### src/rtl/xcvr_pkg.sv
package xcvr_pkg;

    parameter int unsigned XCVR_DW_DEFAULT = 16;
    localparam int unsigned XCVR_NUM_DIRS  = 2;

    typedef enum logic {
        DIR_AB = 1'b0,
        DIR_BA = 1'b1
    } xcvr_dir_e;

    typedef struct packed {
        logic prev;
    } xcvr_edge_st;

endpackage

### src/rtl/xcvr_edge_det.sv
module xcvr_edge_det
    import xcvr_pkg::*;
(
    input  logic clk,
    input  logic rst_n,
    input  logic sig,
    output logic rise
);

    xcvr_edge_st st_d, st_q;

    always_comb begin
        st_d      = st_q;
        st_d.prev = sig;
        if (!rst_n) begin
            st_d.prev = 1'b1;
        end
    end

    always_ff @(posedge clk) begin
        st_q <= st_d;
    end

    assign rise = rst_n && sig && !st_q.prev;

endmodule

### src/rtl/xcvr_stage.sv
module xcvr_stage #(
    parameter int unsigned DW = 16
) (
    input  logic          clk,
    input  logic          rst_n,
    input  logic          le,
    input  logic          rise,
    input  logic [DW-1:0] din,
    output logic [DW-1:0] q
);

    typedef struct packed {
        logic [DW-1:0] word;
    } stage_st;

    stage_st st_d, st_q;
    logic    load;

    always_comb begin
        load = le || rise;
        st_d = st_q;
        if (!rst_n) begin
            st_d.word = '0;
        end else if (load) begin
            st_d.word = din;
        end
    end

    always_ff @(posedge clk) begin
        st_q <= st_d;
    end

    assign q = st_q.word;

    a_r3_capture_on_rise: assert property (@(posedge clk) disable iff (!rst_n)
        (!le && rise) |=> (q == $past(din)));

    a_r4_hold_without_rise: assert property (@(posedge clk) disable iff (!rst_n)
        (!le && !rise) |=> $stable(q));

    a_r2_track_while_open: assert property (@(posedge clk) disable iff (!rst_n)
        le |=> (q == $past(din)));

    a_r7_reset_clears: assert property (@(posedge clk)
        !rst_n |=> (q == '0));

endmodule

### src/rtl/xcvr_path.sv
module xcvr_path #(
    parameter int unsigned DW = 16
) (
    input  logic          clk,
    input  logic          rst_n,
    input  logic          oe_n,
    input  logic          le,
    input  logic          dclk,
    input  logic [DW-1:0] din,
    output logic [DW-1:0] dout,
    output logic          drive
);

    logic          rise;
    logic [DW-1:0] held;

    xcvr_edge_det u_edge (
        .clk  (clk),
        .rst_n(rst_n),
        .sig  (dclk),
        .rise (rise)
    );

    xcvr_stage #(.DW(DW)) u_stage (
        .clk  (clk),
        .rst_n(rst_n),
        .le   (le),
        .rise (rise),
        .din  (din),
        .q    (held)
    );

    always_comb begin
        dout  = le ? din : held;
        drive = !oe_n;
    end

endmodule

### src/rtl/xcvr_bidir.sv
module xcvr_bidir
    import xcvr_pkg::*;
#(
    parameter int unsigned DW = XCVR_DW_DEFAULT
) (
    input  logic          clk,
    input  logic          rst_n,
    input  logic [DW-1:0] a_in,
    input  logic          oe_ab_n,
    input  logic          le_ab,
    input  logic          dclk_ab,
    output logic [DW-1:0] b_out,
    output logic          b_drive,
    input  logic [DW-1:0] b_in,
    input  logic          oe_ba_n,
    input  logic          le_ba,
    input  logic          dclk_ba,
    output logic [DW-1:0] a_out,
    output logic          a_drive
);

    localparam int unsigned ND = XCVR_NUM_DIRS;

    logic [ND-1:0][DW-1:0] din_v, dout_v;
    logic [ND-1:0]         oe_n_v, le_v, dclk_v, drive_v;

    always_comb begin
        din_v[DIR_AB]  = a_in;
        oe_n_v[DIR_AB] = oe_ab_n;
        le_v[DIR_AB]   = le_ab;
        dclk_v[DIR_AB] = dclk_ab;
        din_v[DIR_BA]  = b_in;
        oe_n_v[DIR_BA] = oe_ba_n;
        le_v[DIR_BA]   = le_ba;
        dclk_v[DIR_BA] = dclk_ba;
    end

    for (genvar g = 0; g < ND; g++) begin : g_dir
        xcvr_path #(.DW(DW)) u_path (
            .clk  (clk),
            .rst_n(rst_n),
            .oe_n (oe_n_v[g]),
            .le   (le_v[g]),
            .dclk (dclk_v[g]),
            .din  (din_v[g]),
            .dout (dout_v[g]),
            .drive(drive_v[g])
        );
    end

    assign b_out   = dout_v[DIR_AB];
    assign b_drive = drive_v[DIR_AB];
    assign a_out   = dout_v[DIR_BA];
    assign a_drive = drive_v[DIR_BA];

    a_r1_b_drive_follows_oe: assert property (@(posedge clk) disable iff (!rst_n)
        b_drive == !oe_ab_n);

    a_r1_a_drive_follows_oe: assert property (@(posedge clk) disable iff (!rst_n)
        a_drive == !oe_ba_n);

    a_r2_b_transparent: assert property (@(posedge clk) disable iff (!rst_n)
        le_ab |-> (b_out == a_in));

    a_r6_a_transparent: assert property (@(posedge clk) disable iff (!rst_n)
        le_ba |-> (a_out == b_in));

endmodule

### config.mk
export PLATFORM = sky130hd
export DESIGN_NAME = xcvr_bidir
export DESIGN_NICKNAME = d
export VERILOG_FILES = /design/src/rtl/xcvr_pkg.sv /design/src/rtl/xcvr_edge_det.sv /design/src/rtl/xcvr_stage.sv /design/src/rtl/xcvr_path.sv /design/src/rtl/xcvr_bidir.sv
export SDC_FILE = /design/constraint.sdc
export NUM_CORES = 1
export LEC_CHECK = 0
export CORE_MARGIN = 10
export CORE_UTILIZATION = 40
export CTS_CLUSTER_SIZE = 12
export DETAILED_ROUTE_END_ITERATION = 7
export DONT_BUFFER_PORTS = 1
export GPL_TIMING_DRIVEN = 0
export MAX_ROUTING_LAYER = met4
export PLACE_DENSITY = 0.54
export SYNTH_ARGS = -nofsm -noshare
export SYNTH_HDL_FRONTEND = slang
export SYNTH_SLANG_ARGS = --single-unit
### constraint.sdc
create_clock -name clk -period 1.9 [get_ports clk]
set_input_delay 0.38 -clock clk [delete_from_list [all_inputs] [get_ports clk]]
set_output_delay 0.38 -clock clk [all_outputs]
set_load 0.02 [all_outputs]
* Word level (Yosys, flattened, before mapping) *
Index checks and enable logic that the tools add are counted.

word-level totals
  register bits = 34
  input bits = 40
  output and inout port bits = 34
  word-level logic and storage cells = 16

cells by class
  multiplexer cells = 2
  reductions and logical operators = 10

operator list
  operator           number
  16-bit 2-to-1 mux  2
  1-bit logical AND  4
  1-bit zero test    4
  1-bit logical OR   2

* Longest topological paths before layout *
  depth after elaboration = 3
  mapped depth = 4

* Hierarchy *
A second synthesis with hierarchy kept.

unflattened totals
  cell total of the unflattened synthesis = 192
  area total of the unflattened synthesis = 1939.4 µm²

by module, submodules not included
  module         area an instance (µm²)  sequential area each (µm²)  cells each  times used
  xcvr_stage     681.9                   320.3                       74          2
  xcvr_path      252.7                   0.0                         19          2
  xcvr_edge_det  35.0                    20.0                        3           2

* Worst setup path after synthesis *
Ideal clock, no wire load.

  path kind = input to output
  start point = input le_ba
  end point = output a_out[0]
  slack = 0.415 ns
  cell stages on the path = 3
  required time = 1.520 ns
  arrival = 1.105 ns
  path through = buf_6 > buf_2 > mux2_2

on the way
  longest elaborated chain between the ends = 1

ends and longest elaborated chain
  what               RTL line          RTL
  from (decl)        xcvr_bidir.sv:16  input logic le_ba,
  16-bit 2-to-1 mux  xcvr_path.sv:34   dout = le ? din : held;
  to (decl)          xcvr_bidir.sv:18  output logic [DW-1:0] a_out,

Every way passes these cells.

* Worst setup path after layout *
  start point = input le_ba
  end point = output a_out[1]

Same word-level chain as after synthesis.

==> flow_results.org <==
** STA
- Portion of the clock cycle consumed by the worst path in the final layout :: 0.826
- Setup violations remaining at the end of the flow were counted as 0.
- For the final routed database, the setup TNS stands at 0 ps.
- Hold timing on the final database bottoms out at a slack of between 150 and 200 ps.
- The final-report max-slew violation count was 0.
- Max Clock Skew :: between 6 and 7 ps
- The number of failing hold endpoints at the final stage is 0.
- Final min period :: 1570 ps
- Setup repair after global routing missed its margin :: no
- Setup WS post-layout :: ~330 ps
- Highest clock frequency the design can meet :: between 600 and 700 MHz
- In this run the tightest slew margin relative to its limit is 0.697.
- Worst-Margin Slew :: approximately 450 ps

** Logic synthesis
- Post-synth top area cell :: sky130_fd_sc_hd__dfxtp_1
- After synthesis, the share of flip-flops with an asynchronous set or reset is 0.
- Mean cell area of the mapped netlist :: between 9 and 10 sq um
- Largest cells by area after synthesis :: sky130_fd_sc_hd__dfxtp_1 39%, sky130_fd_sc_hd__mux2_2 20%, sky130_fd_sc_hd__mux2i_1 18%
- Summing every instance area after synthesis gives approximately 1800 sq um.
- In the synthesized netlist the dominant register cell turns out to be sky130_fd_sc_hd__dfxtp_1.
- Most frequently used cell type in the post-synthesis netlist :: sky130_fd_sc_hd__nand2_1
- Of the post-synthesis cell area, the dominant cell type holds 0.385.
- Unique masters post-synth :: 11
- Of the synthesized area, sequential elements account for 0.385.
- List of most frequent post-synthesis cells :: 64 x sky130_fd_sc_hd__nand2_1, 34 x sky130_fd_sc_hd__dfxtp_1, 32 x sky130_fd_sc_hd__mux2_2, 32 x sky130_fd_sc_hd__mux2i_1, 7 x sky130_fd_sc_hd__buf_2
- Synthesis produced a netlist whose cell count is between 150 and 200.
- For this run, the number of Yosys warnings is 0.
- After synthesis the netlist holds a flip-flop and latch count of 34.
- Number of enable-type register cells in the synthesized netlist :: 0
- Synthesized netlist net count :: around 220

** CTS
- CTS placed an instance of sky130_fd_sc_hd__clkbuf_8 at the clock tree root.
- TritonCTS built the clock tree.
- The clock net in this run drives a total of 34 sinks.
- The clock tree synthesis step divided the H-tree into 2 levels.
- Clock-pin slew was measured on the worst setup and hold paths at roughly 70 ps.
- The number of gates resized after CTS was 0.
- The clock reaches the later pin of the worst-skew pair after about 280 ps.
- The longest clock path from root to sink contains 2 buffers.
- Buffers inserted to repair hold after CTS numbered 0.
- Counting the buffers created by CTS gives 5.
- Setup Fix Bufs, Post-CTS :: 0

** Floorplan
- The floorplan step defined a core boundary enclosing between 4000 and 5000 sq um.
- In this run the horizontal extent of the chip is approximately 86 um.
- Die extent in y :: ~86 um
- During I/O placement, the number of pins put on the boundary was 74.
- Floorplan die area :: between 7000 and 8000 sq um
- Initial core utilization :: 0.409
- Row count :: 24

** Setup path
- CP Launch Type :: input pin
- Critical Path RT :: approximately 1500 ps
- Beginning of the critical path :: le_ba
- Flop2flop setup slack :: 740 ps
- Counting cells, the worst reg-to-reg path comes to 4.
- Launch point of the worst reg-to-reg path :: g_dir[0].u_path.u_edge.st_q$_SDFF_PN1_
- Data on the critical path arrives at its endpoint at ~1200 ps.
- Critical path endpoint category :: output port
- Highest fanout seen on the critical path :: 10
- Type of the worst setup path :: input pin to output port
- Reg2reg end :: g_dir[0].u_path.u_stage.q[13]$_SDFFE_PN0P_

** Route
- Detailed-route wire length per cell :: around 17 um
- Vias :: between 1000 and 1500
- The routed design has ~4200 um of wire.
- Vias per cell :: 5.28
- 1st-iter DRT viols :: 19
- ANT nets after route :: 0
- For this run, design rule violations remaining after detail routing come to 0.
- Before antenna repair, the detailed router went through 4 iterations.

** Placed design
- The count of buffers added on input and output ports is 0.
- Area after detailed placement :: around 1800 sq um
- Setup WS pre-CTS :: 322 ps
- At the end of routability-driven placement, the weighted congestion stood at roughly 0.7.
- Detailed placement ended at an HPWL of roughly 3400 um.

** Finish
- Area of all placed cells without fillers :: just under 2000 sq um
- Combined area of the multi-input logic cells :: 966 sq um
- Area taken by flip-flops and latches :: around 680 sq um
- The repair_antennas step left the layout with diodes totalling 0.
- Nets :: 230
- Filler cells :: approximately 430
- Proportion of layout cells with a drive suffix above 1 :: 0.272
- Compared with the post-synthesis result, the final layout area differs by 8.85%.

** Hold path
- Along the worst hold path, the cell count comes to 1.
- The worst hold path begins at dclk_ba.
- The path with the worst hold slack has its endpoint at g_dir[1].u_path.u_edge.st_q$_SDFF_PN1_.
- The path class of the tightest hold or removal check is input pin to register.

** Flow run
- Count of maximum capacitance violations :: 0

** Status
- Outcome :: finished clean

** Pwr
- Worst supply voltage drop on vdd :: about 0.55 mV
- Total power :: around 1600 uW
- Power spread over the standard cell area amounts to between 800 and 900 nW/um^2.
- The analysis attributes to cell leakage a power of about 0.00085 uW.

** Global routing
- Entering global routing, the biggest net connects 11 pins.
- The first global-routing pass estimated 6690 um of wire.
- Number of global-route vias before repair :: around 1400
- Gr ovfl total :: 0
- Number of antenna violations at the first check in global routing :: 0
- All-Layer GR Usage :: 0.115
## power breakdown
group | leakage [uW] | switching [uW] | total, uW | internal [uW]
sequential | 0.000281 | 22.5 | 785 | 762
combinational | 0.000519 | 192 | 317 | 125
clock | 0.0000482 | 241 | 533 | 292
## layer usage
| metal | up-vias | global-route usage | share of wire |
|---|---|---|---|
| met2 | 55 | 0.183 | 0.48 |
| met4 | 0 | 0.0442 | 0.013 |
| met1 | 605 | 0.119 | 0.39 |
| met3 | 7 | 0.0572 | 0.12 |
| li1 | 615 | - | - |
| met5 | - | - | 0 |
## metrics by stage
| step | util | cells |
|---|---|---|
| 2_1_floorplan | - | 183 |
| 3_3_place_gp | 0.424 | 235 |
| 3_5_place_dp | 0.424 | 235 |
| 4_1_cts | 0.445 | 243 |
| 5_1_grt | 0.445 | 243 |
| 6_report | 0.445 | 243 |
## flip-flops by register name (all words and copies together) (netlist names)
signal,count
g_dir.u_path.u_edge.st_q,2
g_dir.u_path.u_stage.q,32
## kinds of logic after synthesis
logic type / after synthesis / share of synthesized area
simple gates: 66 / 0.143
buf+inv: 17 / 0.0680
mux: 64 / 0.385
compound gates: 2 / 0.0184
flops: 34 / 0.385
## critical path: stages
cell                     delay (ps)
sky130_fd_sc_hd__buf_6          120
sky130_fd_sc_hd__buf_2          250
sky130_fd_sc_hd__mux2_2         430
## layout by cell type (no fill, tap or decap), drive strengths merged
| cell type | netlist | final |
|---|---|---|
| clkbuf | 2 | 9 |
| buf | 11 | 11 |
| clkinv | 0 | 1 |
| inv | 4 | 4 |
| nand2b | 2 | 2 |
| a21oi | 2 | 2 |
| mux2i | 32 | 32 |
| mux2 | 32 | 32 |
| dfxtp | 34 | 34 |
| nand2 | 64 | 64 |
## how the worst max path moves through the flow
stage / endpoint / slack (ps)
global route: a_out[1] / 290
floorplan: a_out[0] / 420
global placement: a_out[0] / 330
CTS: b_out[7] / 320
detailed placement: a_out[1] / 320
finish: a_out[1] / 330
## cell type report
cell class | instances | share of cell area
Multi-Input combinational cell | 132 | 0.502
Sequential cell | 34 | 0.354
Buffer | 13 | 0.0547
Clock buffer | 7 | 0.0449
Tap cell | 52 | 0.0338
Inverter | 4 | 0.00781
Clock inverter | 1 | 0.00260
Power figures use the tool's default switching activity.
